==> src/rtl/sio_glue_pkg.sv <==
package sio_glue_pkg;
  localparam int NCH       = 4;
  localparam int DEC_W     = 16;
  localparam int STAT_BIT  = 2;
  localparam int RX_EN_BIT = 6;
  localparam int TX_EN_BIT = 5;

  localparam logic [7:0] APPEND_VAL   = 8'hF0;
  localparam logic [7:0] UNMAPPED_VAL = 8'hFF;

  // per-channel baud address; control follows at +1, mask +2, status +3, append +4
  localparam logic [DEC_W-1:0] BAUD_ADDR [NCH] = '{16'h000A, 16'h0012, 16'h0062, 16'h0072};
  localparam bit               HAS_EXT   [NCH] = '{1'b0, 1'b0, 1'b1, 1'b1};
  // interrupt routing: controller select and input number
  localparam bit               IRQ_CTL   [NCH] = '{1'b0, 1'b0, 1'b0, 1'b1};
  localparam int               IRQ_PIN   [NCH] = '{2, 3, 4, 4};

  typedef enum logic [2:0] {
    SEL_NONE,
    SEL_BAUD,
    SEL_CTRL,
    SEL_MASK,
    SEL_STAT,
    SEL_APPEND
  } reg_sel_e;
endpackage

==> src/rtl/sio_addr_decode.sv <==
module sio_addr_decode
  import sio_glue_pkg::*;
#(
  parameter int ADDR_W = 20
) (
  input  logic [ADDR_W-1:0] addr,
  input  logic              wr,
  output reg_sel_e          sel,
  output logic [1:0]        sel_ch,
  output logic [NCH-1:0]    wr_baud,
  output logic [NCH-1:0]    wr_ctrl,
  output logic [NCH-1:0]    wr_mask,
  output logic [NCH-1:0]    wr_stat
);
  logic [DEC_W-1:0] a16;
  assign a16 = addr[DEC_W-1:0];

  always_comb begin
    sel    = SEL_NONE;
    sel_ch = '0;
    for (int c = 0; c < NCH; c++) begin
      if (a16 == BAUD_ADDR[c]) begin
        sel = SEL_BAUD; sel_ch = 2'(c);
      end else if (a16 == BAUD_ADDR[c] + 16'd1) begin
        sel = SEL_CTRL; sel_ch = 2'(c);
      end else if (HAS_EXT[c] && a16 == BAUD_ADDR[c] + 16'd2) begin
        sel = SEL_MASK; sel_ch = 2'(c);
      end else if (HAS_EXT[c] && a16 == BAUD_ADDR[c] + 16'd3) begin
        sel = SEL_STAT; sel_ch = 2'(c);
      end else if (HAS_EXT[c] && a16 == BAUD_ADDR[c] + 16'd4) begin
        sel = SEL_APPEND; sel_ch = 2'(c);
      end
    end
  end

  for (genvar c = 0; c < NCH; c++) begin : g_strobe
    logic hit;
    assign hit        = wr && (sel_ch == 2'(c));
    assign wr_baud[c] = hit && (sel == SEL_BAUD);
    assign wr_ctrl[c] = hit && (sel == SEL_CTRL);
    assign wr_mask[c] = hit && (sel == SEL_MASK);
    assign wr_stat[c] = hit && (sel == SEL_STAT);
  end
endmodule

==> src/rtl/sio_chan_regs.sv <==
module sio_chan_regs
  import sio_glue_pkg::*;
#(
  parameter bit EXT = 1'b0
) (
  input  logic       clk,
  input  logic       rst_n,
  input  logic       wr_baud,
  input  logic       wr_ctrl,
  input  logic       wr_mask,
  input  logic       wr_stat,
  input  logic [7:0] wdata,
  input  logic       rx_rdy,
  input  logic       tx_rdy,
  output logic [7:0] baud_o,
  output logic [7:0] ctrl_o,
  output logic [7:0] mask_o,
  output logic [7:0] stat_o,
  output logic       irq_o,
  output logic       lb_valid_o
);
  logic [7:0] baud_q, ctrl_q, stat_q, ctrl_nxt, stat_nxt;
  logic       rx_q, tx_q, irq_q, lb_q, req_nxt, evt;

  assign ctrl_nxt = wr_ctrl ? wdata : ctrl_q;
  assign req_nxt  = (rx_rdy && ctrl_nxt[RX_EN_BIT]) || (tx_rdy && ctrl_nxt[TX_EN_BIT]);
  assign evt      = wr_ctrl || (rx_rdy != rx_q) || (tx_rdy != tx_q);

  always_comb begin
    stat_nxt = stat_q;
    if (wr_stat) stat_nxt = stat_q & ~wdata;
    if (evt)     stat_nxt[STAT_BIT] = req_nxt;
  end

  always_ff @(posedge clk or negedge rst_n) begin
    if (!rst_n) begin
      baud_q <= '0;
      ctrl_q <= '0;
      stat_q <= '0;
      rx_q   <= 1'b0;
      tx_q   <= 1'b0;
      irq_q  <= 1'b0;
      lb_q   <= 1'b0;
    end else begin
      if (wr_baud) baud_q <= wdata;
      ctrl_q <= ctrl_nxt;
      stat_q <= stat_nxt;
      rx_q   <= rx_rdy;
      tx_q   <= tx_rdy;
      irq_q  <= req_nxt;
      lb_q   <= wr_ctrl;
    end
  end

  if (EXT) begin : g_mask
    logic [7:0] mask_q;
    always_ff @(posedge clk or negedge rst_n) begin
      if (!rst_n)       mask_q <= '0;
      else if (wr_mask) mask_q <= wdata;
    end
    assign mask_o = mask_q;
  end else begin : g_nomask
    assign mask_o = '0;
  end

  assign baud_o     = baud_q;
  assign ctrl_o     = ctrl_q;
  assign stat_o     = stat_q;
  assign irq_o      = irq_q;
  assign lb_valid_o = lb_q;

  // request follows the gated ready terms held in the sampled registers
  p_irq_on_r5: assert property (@(posedge clk) disable iff (!rst_n)
    ((rx_q && ctrl_q[RX_EN_BIT]) || (tx_q && ctrl_q[TX_EN_BIT])) |-> irq_o);
  p_irq_off_r5: assert property (@(posedge clk) disable iff (!rst_n)
    (!(rx_q && ctrl_q[RX_EN_BIT]) && !(tx_q && ctrl_q[TX_EN_BIT])) |-> !irq_o);
  // status bit 2 tracks request edges
  p_stat_rise_r6: assert property (@(posedge clk) disable iff (!rst_n)
    $rose(irq_o) |-> stat_o[STAT_BIT]);
  p_stat_fall_r6: assert property (@(posedge clk) disable iff (!rst_n)
    $fell(irq_o) |-> !stat_o[STAT_BIT]);
  // loopback strobe carries the byte just written
  p_lb_byte_r7: assert property (@(posedge clk) disable iff (!rst_n)
    lb_valid_o |-> (ctrl_o == $past(wdata)));
  p_lb_pulse_r7: assert property (@(posedge clk) disable iff (!rst_n)
    lb_valid_o |=> (!lb_valid_o || $past(wr_ctrl)));
endmodule

==> src/rtl/sio_irq_route.sv <==
module sio_irq_route
  import sio_glue_pkg::*;
(
  input  logic [NCH-1:0] req,
  output logic [7:0]     ctl0,
  output logic [7:0]     ctl1
);
  always_comb begin
    ctl0 = '0;
    ctl1 = '0;
    for (int c = 0; c < NCH; c++) begin
      if (IRQ_CTL[c]) ctl1[IRQ_PIN[c]] = ctl1[IRQ_PIN[c]] | req[c];
      else            ctl0[IRQ_PIN[c]] = ctl0[IRQ_PIN[c]] | req[c];
    end
  end

  // bits outside the routed inputs stay idle
  always_comb begin
    a_unused_r8: assert ((ctl0 & 8'hE3) == 8'h00 && (ctl1 & 8'hEF) == 8'h00);
  end
endmodule

==> src/rtl/sio_irq_glue.sv <==
module sio_irq_glue
  import sio_glue_pkg::*;
#(
  parameter int ADDR_W = 20
) (
  input  logic              clk,
  input  logic              rst_n,
  input  logic [ADDR_W-1:0] host_addr,
  input  logic              host_wr,
  input  logic [7:0]        host_wdata,
  output logic [7:0]        host_rdata,
  input  logic [NCH-1:0]    rx_rdy,
  input  logic [NCH-1:0]    tx_rdy,
  output logic [7:0]        irq_ctl0,
  output logic [7:0]        irq_ctl1,
  output logic [NCH*8-1:0]  lb_ctrl,
  output logic [NCH-1:0]    lb_valid
);
  reg_sel_e       sel;
  logic [1:0]     sel_ch;
  logic [NCH-1:0] wr_baud, wr_ctrl, wr_mask, wr_stat, req;
  logic [7:0]     baud [NCH];
  logic [7:0]     ctrl [NCH];
  logic [7:0]     mask [NCH];
  logic [7:0]     stat [NCH];

  sio_addr_decode #(.ADDR_W(ADDR_W)) i_dec (
    .addr(host_addr), .wr(host_wr), .sel(sel), .sel_ch(sel_ch),
    .wr_baud(wr_baud), .wr_ctrl(wr_ctrl), .wr_mask(wr_mask), .wr_stat(wr_stat)
  );

  for (genvar c = 0; c < NCH; c++) begin : g_ch
    sio_chan_regs #(.EXT(HAS_EXT[c])) i_chan (
      .clk(clk), .rst_n(rst_n),
      .wr_baud(wr_baud[c]), .wr_ctrl(wr_ctrl[c]), .wr_mask(wr_mask[c]), .wr_stat(wr_stat[c]),
      .wdata(host_wdata), .rx_rdy(rx_rdy[c]), .tx_rdy(tx_rdy[c]),
      .baud_o(baud[c]), .ctrl_o(ctrl[c]), .mask_o(mask[c]), .stat_o(stat[c]),
      .irq_o(req[c]), .lb_valid_o(lb_valid[c])
    );
    assign lb_ctrl[8*c +: 8] = ctrl[c];
  end

  sio_irq_route i_route (.req(req), .ctl0(irq_ctl0), .ctl1(irq_ctl1));

  always_comb begin
    unique case (sel)
      SEL_BAUD:   host_rdata = baud[sel_ch];
      SEL_CTRL:   host_rdata = ctrl[sel_ch];
      SEL_MASK:   host_rdata = mask[sel_ch];
      SEL_STAT:   host_rdata = stat[sel_ch];
      SEL_APPEND: host_rdata = APPEND_VAL;
      default:    host_rdata = UNMAPPED_VAL;
    endcase
  end

  // at most one loopback strobe per cycle, since writes are single
  p_lb_single_r7: assert property (@(posedge clk) disable iff (!rst_n)
    $onehot0(lb_valid));
  // requests low in the first cycle after reset release
  p_reset_idle_r9: assert property (@(posedge clk) disable iff (!rst_n)
    $rose(rst_n) |-> (irq_ctl0 == 8'h00 && irq_ctl1 == 8'h00));
endmodule

==> config.mk <==
export PLATFORM = sky130hd
export DESIGN_NAME = sio_irq_glue
export DESIGN_NICKNAME = d
export VERILOG_FILES = /design/src/rtl/sio_glue_pkg.sv /design/src/rtl/sio_addr_decode.sv /design/src/rtl/sio_chan_regs.sv /design/src/rtl/sio_irq_route.sv /design/src/rtl/sio_irq_glue.sv
export SDC_FILE = /design/constraint.sdc
export NUM_CORES = 1
export LEC_CHECK = 0
export BUFFER_PORTS_ARGS = -buffer_cell sky130_fd_sc_hd__buf_2
export CAP_MARGIN = 5
export CORE_ASPECT_RATIO = 0.8
export CORE_MARGIN = 2
export CORE_UTILIZATION = 30
export DETAILED_ROUTE_END_ITERATION = 10
export GPL_ROUTABILITY_DRIVEN = 0
export HOLD_SLACK_MARGIN = 0.05
export SLEW_MARGIN = 40
export SYNTH_ARGS = -nofsm -noshare
export SYNTH_HDL_FRONTEND = slang
export SYNTH_SLANG_ARGS = --single-unit
==> constraint.sdc <==
create_clock -name clk -period 5.9 [get_ports clk]
set_clock_uncertainty 0.15 [all_clocks]
set_input_delay 1.77 -clock clk [delete_from_list [all_inputs] [get_ports clk]]
set_output_delay 1.77 -clock clk [all_outputs]
set_load 0.05 [all_outputs]
; After elaboration in Yosys (flattened, before gate mapping)
; Cells that the tools add are included.
[totals]
register_bits = 128
input_bits = 39
out_inout_bits = 60
elab_cells = 169
[op_classes]
n_lt_le_gt_ge = 1
eq_ne = 30
muxes = 51
bitwise_logic = 6
reduce_logical = 43
[ops]
columns = op, n
row1 = "16-bit by 7-bit == test with 1-bit output, second input constant", 10
row2 = 8-bit binary-select mux with 2-bit select, 4
row3 = 8-bit two-way mux, 8
row4 = 3-bit two-way mux, 16
row5 = 8-bit one-hot mux with 5 select lines, 1
row6 = 8-bit AND, 4
row7 = "16-bit by 4-bit == test with 1-bit output, second input constant", 2
row8 = "16-bit by 5-bit == test with 1-bit output, second input constant", 2
row9 = 7-bit two-way mux, 4
row10 = 1-bit logical AND, 26
row11 = 2-bit two-way mux, 13
row12 = 1-bit logical OR, 12
row13 = 1-bit != test, 8
row14 = 8-bit inverter, 1
row15 = 2-bit nonzero test, 4
row16 = "3-bit by 2-bit == test with 1-bit output, second input constant", 2
row17 = "3-bit == test, second input constant", 2
row18 = 1-bit two-way mux, 5
row19 = "2-bit == test, second input constant", 2
row20 = "3-bit by 1-bit == test with 1-bit output, second input constant", 1
row21 = "3-bit >= comparator, second input constant", 1
row22 = 2-bit inverter with 3-bit output, 1
row23 = "2-bit by 1-bit == test with 1-bit output, second input constant", 1
row24 = 2-bit logical NOT, 1

; Depth between registers and ports, before layout
[logic_depth]
depth_word = 21
ltp_mapped = 10
ltp_nobuf = 7

; Modules after synthesis
; From an unflattened synthesis, not the netlist that was laid out.
[hier_totals]
hier_cells = 475
hier_area_um2 = 6453.7
[modules_own_cells]
columns = mod, n_inst, cells_each, area_per_inst_um2, seq_area_each_um2
row1 = sio_chan_regs at g_ch[2].i_chan ..., 2, 76, 1300.0, 900.9
row2 = sio_chan_regs at g_ch[0].i_chan ..., 2, 68, 1069.8, 700.7
row3 = sio_irq_glue, 1, 94, 1088.5, 0.0
row4 = sio_addr_decode, 1, 76, 501.7, 0.0
row5 = sio_irq_route, 1, 17, 123.9, 0.0

; Least setup slack after synthesis
; No wires, ideal clock.
[synth_path]
path_kind = input to output
start = in host_addr[13]
end = out host_rdata[2]
arrival_time_ns = 4.651
required_time_ns = 3.980
path_slack_ns = -0.671
cell_stages = 7
path_cell_list = or4_4 or2_1 buf_6 nor3_1 clkbuf_1 a221oi_1 o21ai_0
[synth_via]
elab_chain_cells = 18
elab_cells_between_ends = 59
[synth_rtl]
columns = item, line_no
row1 = "start, declared", sio_irq_glue.sv:8  ; input logic [ADDR_W-1:0] host_addr,
row2 = 16-bit by 5-bit == test with 1-bit output, sio_addr_decode.sv:24  ; end else if (a16 == BAUD_ADDR[c] + 16'd1) begin
row3 = 1-bit two-way mux, sio_addr_decode.sv:24
row4 = 2-bit two-way mux, sio_addr_decode.sv:22  ; if (a16 == BAUD_ADDR[c]) begin
row5 = 2-bit two-way mux, sio_addr_decode.sv:30  ; end else if (HAS_EXT[c] && a16 == BAUD_ADDR[c] + 16'd4) begin
row6 = 2-bit two-way mux, sio_addr_decode.sv:28  ; end else if (HAS_EXT[c] && a16 == BAUD_ADDR[c] + 16'd3) begin
row7 = 2-bit two-way mux, sio_addr_decode.sv:26  ; end else if (HAS_EXT[c] && a16 == BAUD_ADDR[c] + 16'd2) begin
row8 = 2-bit two-way mux, sio_addr_decode.sv:24
row9 = 2-bit two-way mux, sio_addr_decode.sv:22
row10 = 2-bit two-way mux, sio_addr_decode.sv:30
row11 = 2-bit two-way mux, sio_addr_decode.sv:28
row12 = 2-bit two-way mux, sio_addr_decode.sv:26
row13 = 2-bit two-way mux, sio_addr_decode.sv:24
row14 = 2-bit two-way mux, sio_addr_decode.sv:22
row15 = 2-bit inverter with 3-bit output (not written as such), --
row16 = 8-bit binary-select mux with 2-bit select (on tied branches), --
row17 = 8-bit two-way mux (on tied branches) (2 in series), --
row18 = 8-bit one-hot mux with 5 select lines *, sio_irq_glue.sv:46  ; unique case (sel)
row19 = "end, declared", sio_irq_glue.sv:11  ; output logic [7:0] host_rdata,
; Mark *: on every way between the ends. The rest lies on a longest branch, timed or not. The select of a mux whose other input is x is not followed.

; Worst setup path in the final report
[layout_path]
start = in host_addr[1]
end = out host_rdata[6]
; The elaborated chain is that of the path after synthesis.

==> results by group <==
CTS
  – Clock tree buffer depth: 2
  – CTS Buf Count: 17
  – CTS H-tree lvls: 4
  – Clk_lat worst skew: 420 ps
  – Clk root buf: clkbuf_16
  – TritonCTS clock tree: built
  – # hold bufs at CTS: 0
  – # clock sinks: 128
  – Clock-pin slew on the worst setup and hold paths: 50 ps

Logic synthesis
  – Xor and xnor area share after synthesis: 0.0161
  – Synth top area cells: dfrtp_1 (53%), mux2_2 (14%), a22oi_1 (5.6%)
  – Complex-gate fraction of the synthesized area: 0.152
  – Count of cell types in the netlist: 58
  – Flops & latches, synth: 128
  – Sequential-to-total area share from yosys stat: 0.534
  – Top-area cell type share of the netlist area: 0.534
  – Syn Inst Count: 496
  – Multiplexer share of the synthesized area: 0.144
  – Post-Synth Simple-Gate Area: 0.0869
  – YS warnings: 0
  – Leading area contributor after synthesis: dfrtp_1
  – Adder-cell share of the synthesized area: 0.00167
  – Cell area after synthesis: 6000 um2
  – EDFF count, synth: 0
  – Largest family of logic cells by synthesized area: compound AO/OA/AOI/OAI gates
  – Avg Synthesized Cell Area: 12.1 um2
  – Async SR Flop Fraction: 1.00
  – Main synth FF type: dfrtp_1

STA
  – Min cycle time layout: 5970 ps
  – # setup viols final: 8
  – RSZ-0062 raised after global routing: true
  – Final hold violations: 0
  – Period utilization: 1.01
  – Worst relative slew slack: 0.530
  – Actual slew at the worst max-slew pin: 705 ps
  – Final WS setup: -68.0 ps
  – Fmax: 0.168 GHz
  – Pins Over Slew Limit: 0

Critical path
  – Critical Path End Type: primary output
  – CP Launch Type: input port
  – Top delay family on crit path: simple AND/OR/NAND/NOR gates
  – Most used cell, CP: buf_12
  – FF-to-FF Start: g_ch[3].i_chan.ctrl_o[5]$_DFF_PN0_
  – Reg2reg setup slack: 4320 ps
  – Reg2reg path depth: 3
  – CP Data Required Time: 3980 ps
  – CP Buf/Inv Count: 4
  – CP peak stage delay: 530 ps
  – Reg2Reg Capture Point: g_ch[3].i_chan.stat_o[2]$_DFFE_PN0P_
  – Worst-path cell chain: buf_6 > or3b_4 > a2111oi_4 > nor2_2 > or4_4 > buf_12 > buf_8 > o221ai_4 > buf_12
  – WS Path Type: in2out
  – CP Max Fanout: 7
  – CP max-delay cell: or4_4
  – Crit path DAT: 4050 ps

Routing
  – DRT iter0 DRCs: 396
  – Post-route ant nets: 0
  – Drt drc: 0
  – Vias per cell: 5.19
  – Final wirelength: 17600 um
  – Drt pass-1 iters: 5
  – Vias post-DR: 4683
  – WL per Instance: 19.5 um

Floorplanning
  – Die height: 131 um
  – Die area: 21200 um2
  – Row cnt: 46
  – I/O pins: 99
  – Core Region: 19700 um2
  – Die width: 162 um
  – Initial Util: 0.304

Status
  – Violated checks: setup timing
  – Status: finished with violations

Layout
  – Layout cells sized above 1: 0.519
  – Ant. Diodes: 0
  – Fin area: 8190 um2
  – FILL cells: 1818
  – Post-route insts no fill: 902
  – Final net count: 664
  – Syn-to-layout area delta: 36.4%

Power
  – Clock power share: 0.506
  – NetSw: 427 uW
  – Leak Pwr: 3.95 nW
  – Logic pwr share: 0.049
  – Power consumption: 1.99 mW
  – Pint: 1.56 mW
  – Peak supply drop: 200 uV
  – PD cells: 243 nW/um2
  – Sw Share: 0.214
  – Seq pwr share: 0.445

GRT
  – All-Layer GR Usage: 0.167
  – GRT overflow: 0
  – Number of global-route vias before repair: 4590
  – Global-route wire length before repair: 26400 um
  – Largest net degree at the start of global routing: 78
  – Initial antenna violation count: 0

Hold path
  – Hold path start: g_ch[1].i_chan.stat_o[0]$_DFFE_PN0P_
  – Min-Delay Path Class: reg2reg
  – Hold worst-path end: g_ch[1].i_chan.stat_o[0]$_DFFE_PN0P_
  – Hold depth: 0

Placed design
  – # port buffers: 82
  – DP HPWL: 11600 um
  – Placed Area: 7090 um2
  – Total placed cells including tap cells: 853

Run
  – Max-cap violations: 0
-- per-layer routing --
metal	share of wire	GRT usage	wire, um
met1	0.42	0.212	7400
met2	0.49	0.273	8540
met3	0.066	0.0461	1150
met4	0.027	0.0677	467
met5	0	0	0
-- synth_stat cells (all sizes together), types with 2 or more instances --
master / count
a2111oi: 2
a211o: 3
a21boi: 16
a21oi: 6
a221o: 2
a221oi: 7
a22o: 6
a22oi: 45
a41oi: 5
and3: 5
and3b: 2
buf: 26
clkbuf: 40
dfrtp: 128
inv: 2
mux2: 77
nand2: 40
nand3: 6
nand3b: 2
nor2: 9
nor3: 9
nor4: 3
o211ai: 5
o21ai: 12
o221ai: 3
or3: 3
or4: 4
xnor2: 2
xor2: 9
-- cell type report --
| class | instances | area [um2] | share of cell area |
|---|---|---|---|
| Sequential cell | 128 | 3200 | 0.391 |
| Multi-Input combinational cell | 311 | 2790 | 0.340 |
| Timing Repair Buffer | 165 | 1290 | 0.157 |
| Clock buffer | 26 | 489 | 0.0598 |
| Tap cell | 264 | 330 | 0.0404 |
| Clock inverter | 6 | 80.1 | 0.00978 |
| Inverter | 2 | 7.51 | 0.000917 |
-- cells in the final DEF, fill, tap and decap left out, types with 9 or more instances in the layout --
cell / synthesis / routed
buf_6: 2 / 14
buf_12: 0 / 9
mux2_2: 77 / 77
dfrtp_1: 128 / 128
a22oi_1: 45 / 35
conb_1: 1 / 12
buf_4: 22 / 68
a22oi_2: 0 / 10
xor2_1: 9 / 9
nand2_1: 40 / 39
a21boi_0: 16 / 16
buf_2: 2 / 69
clkbuf_16: 0 / 19
-- through the flow --
stage          setup slack (ps)  TNS (ps)  hold slack [ps]   util
2_1_floorplan              -188      -580              279      -
3_3_place_gp               -278     -1900              216  0.359
3_5_place_dp               -323     -2050              217  0.359
4_1_cts                   -76.6      -389              229  0.401
5_1_grt                    -155     -1030              236  0.415
6_report                  -68.0      -461              226  0.415
-- worst max-delay path by stage --
stage,start,endpoint,slack (ps),cells after the start
after detailed placement,host_addr[13],host_rdata[4],-320,11
after CTS,host_addr[10],host_rdata[4],-80,10
final,host_addr[1],host_rdata[6],-70,9
after floorplan,host_addr[1],host_rdata[0],-190,9
after global routing,host_addr[14],host_rdata[0],-150,13
after global placement,host_addr[13],host_rdata[4],-280,11
-- logic make-up (layout without fill, tap and decap cells) --
group,Yosys count,count (layout)
AO/OA/AOI/OAI,117,117
XOR/XNOR,11,11
adder cells (fa/ha/maj),1,1
buffers and inverters,68,199
flip-flops,128,128
multiplexers,77,77
other,1,12
AND/OR/NAND/NOR,93,93
-- flip-flops by register name (all words and copies together), names as in the netlist --
| register | flops |
|---|---|
| g_ch.i_chan.baud_o | 32 |
| g_ch.i_chan.ctrl_o | 32 |
| g_ch.i_chan.stat_o | 32 |
| g_ch.i_chan.mask_o | 16 |
| g_ch.i_chan.irq_o | 4 |
| g_ch.i_chan.lb_valid_o | 4 |
| g_ch.i_chan.rx_q | 4 |
| g_ch.i_chan.tx_q | 4 |
-- power groups by stage --
stage	Sequential [mW]	Combinational [mW]	Clock, mW
floorplan	0.900	0.0533	0
global placement	0.900	0.0900	0
detailed placement	0.900	0.0935	0
CTS	0.885	0.0958	1.02
global route	0.884	0.107	1.07
finish	0.885	0.0980	1.01
-- timing repair --
item | 4_1_cts | 5_1_grt
gates cloned | 0 | 2
gates resized for setup | 42 | 36
pin swaps | 19 | 27
endpoints found under the setup margin | 8 | 8
setup buffers | 10 | 8
No activity file was read; power rests on OpenSTA's default activity.
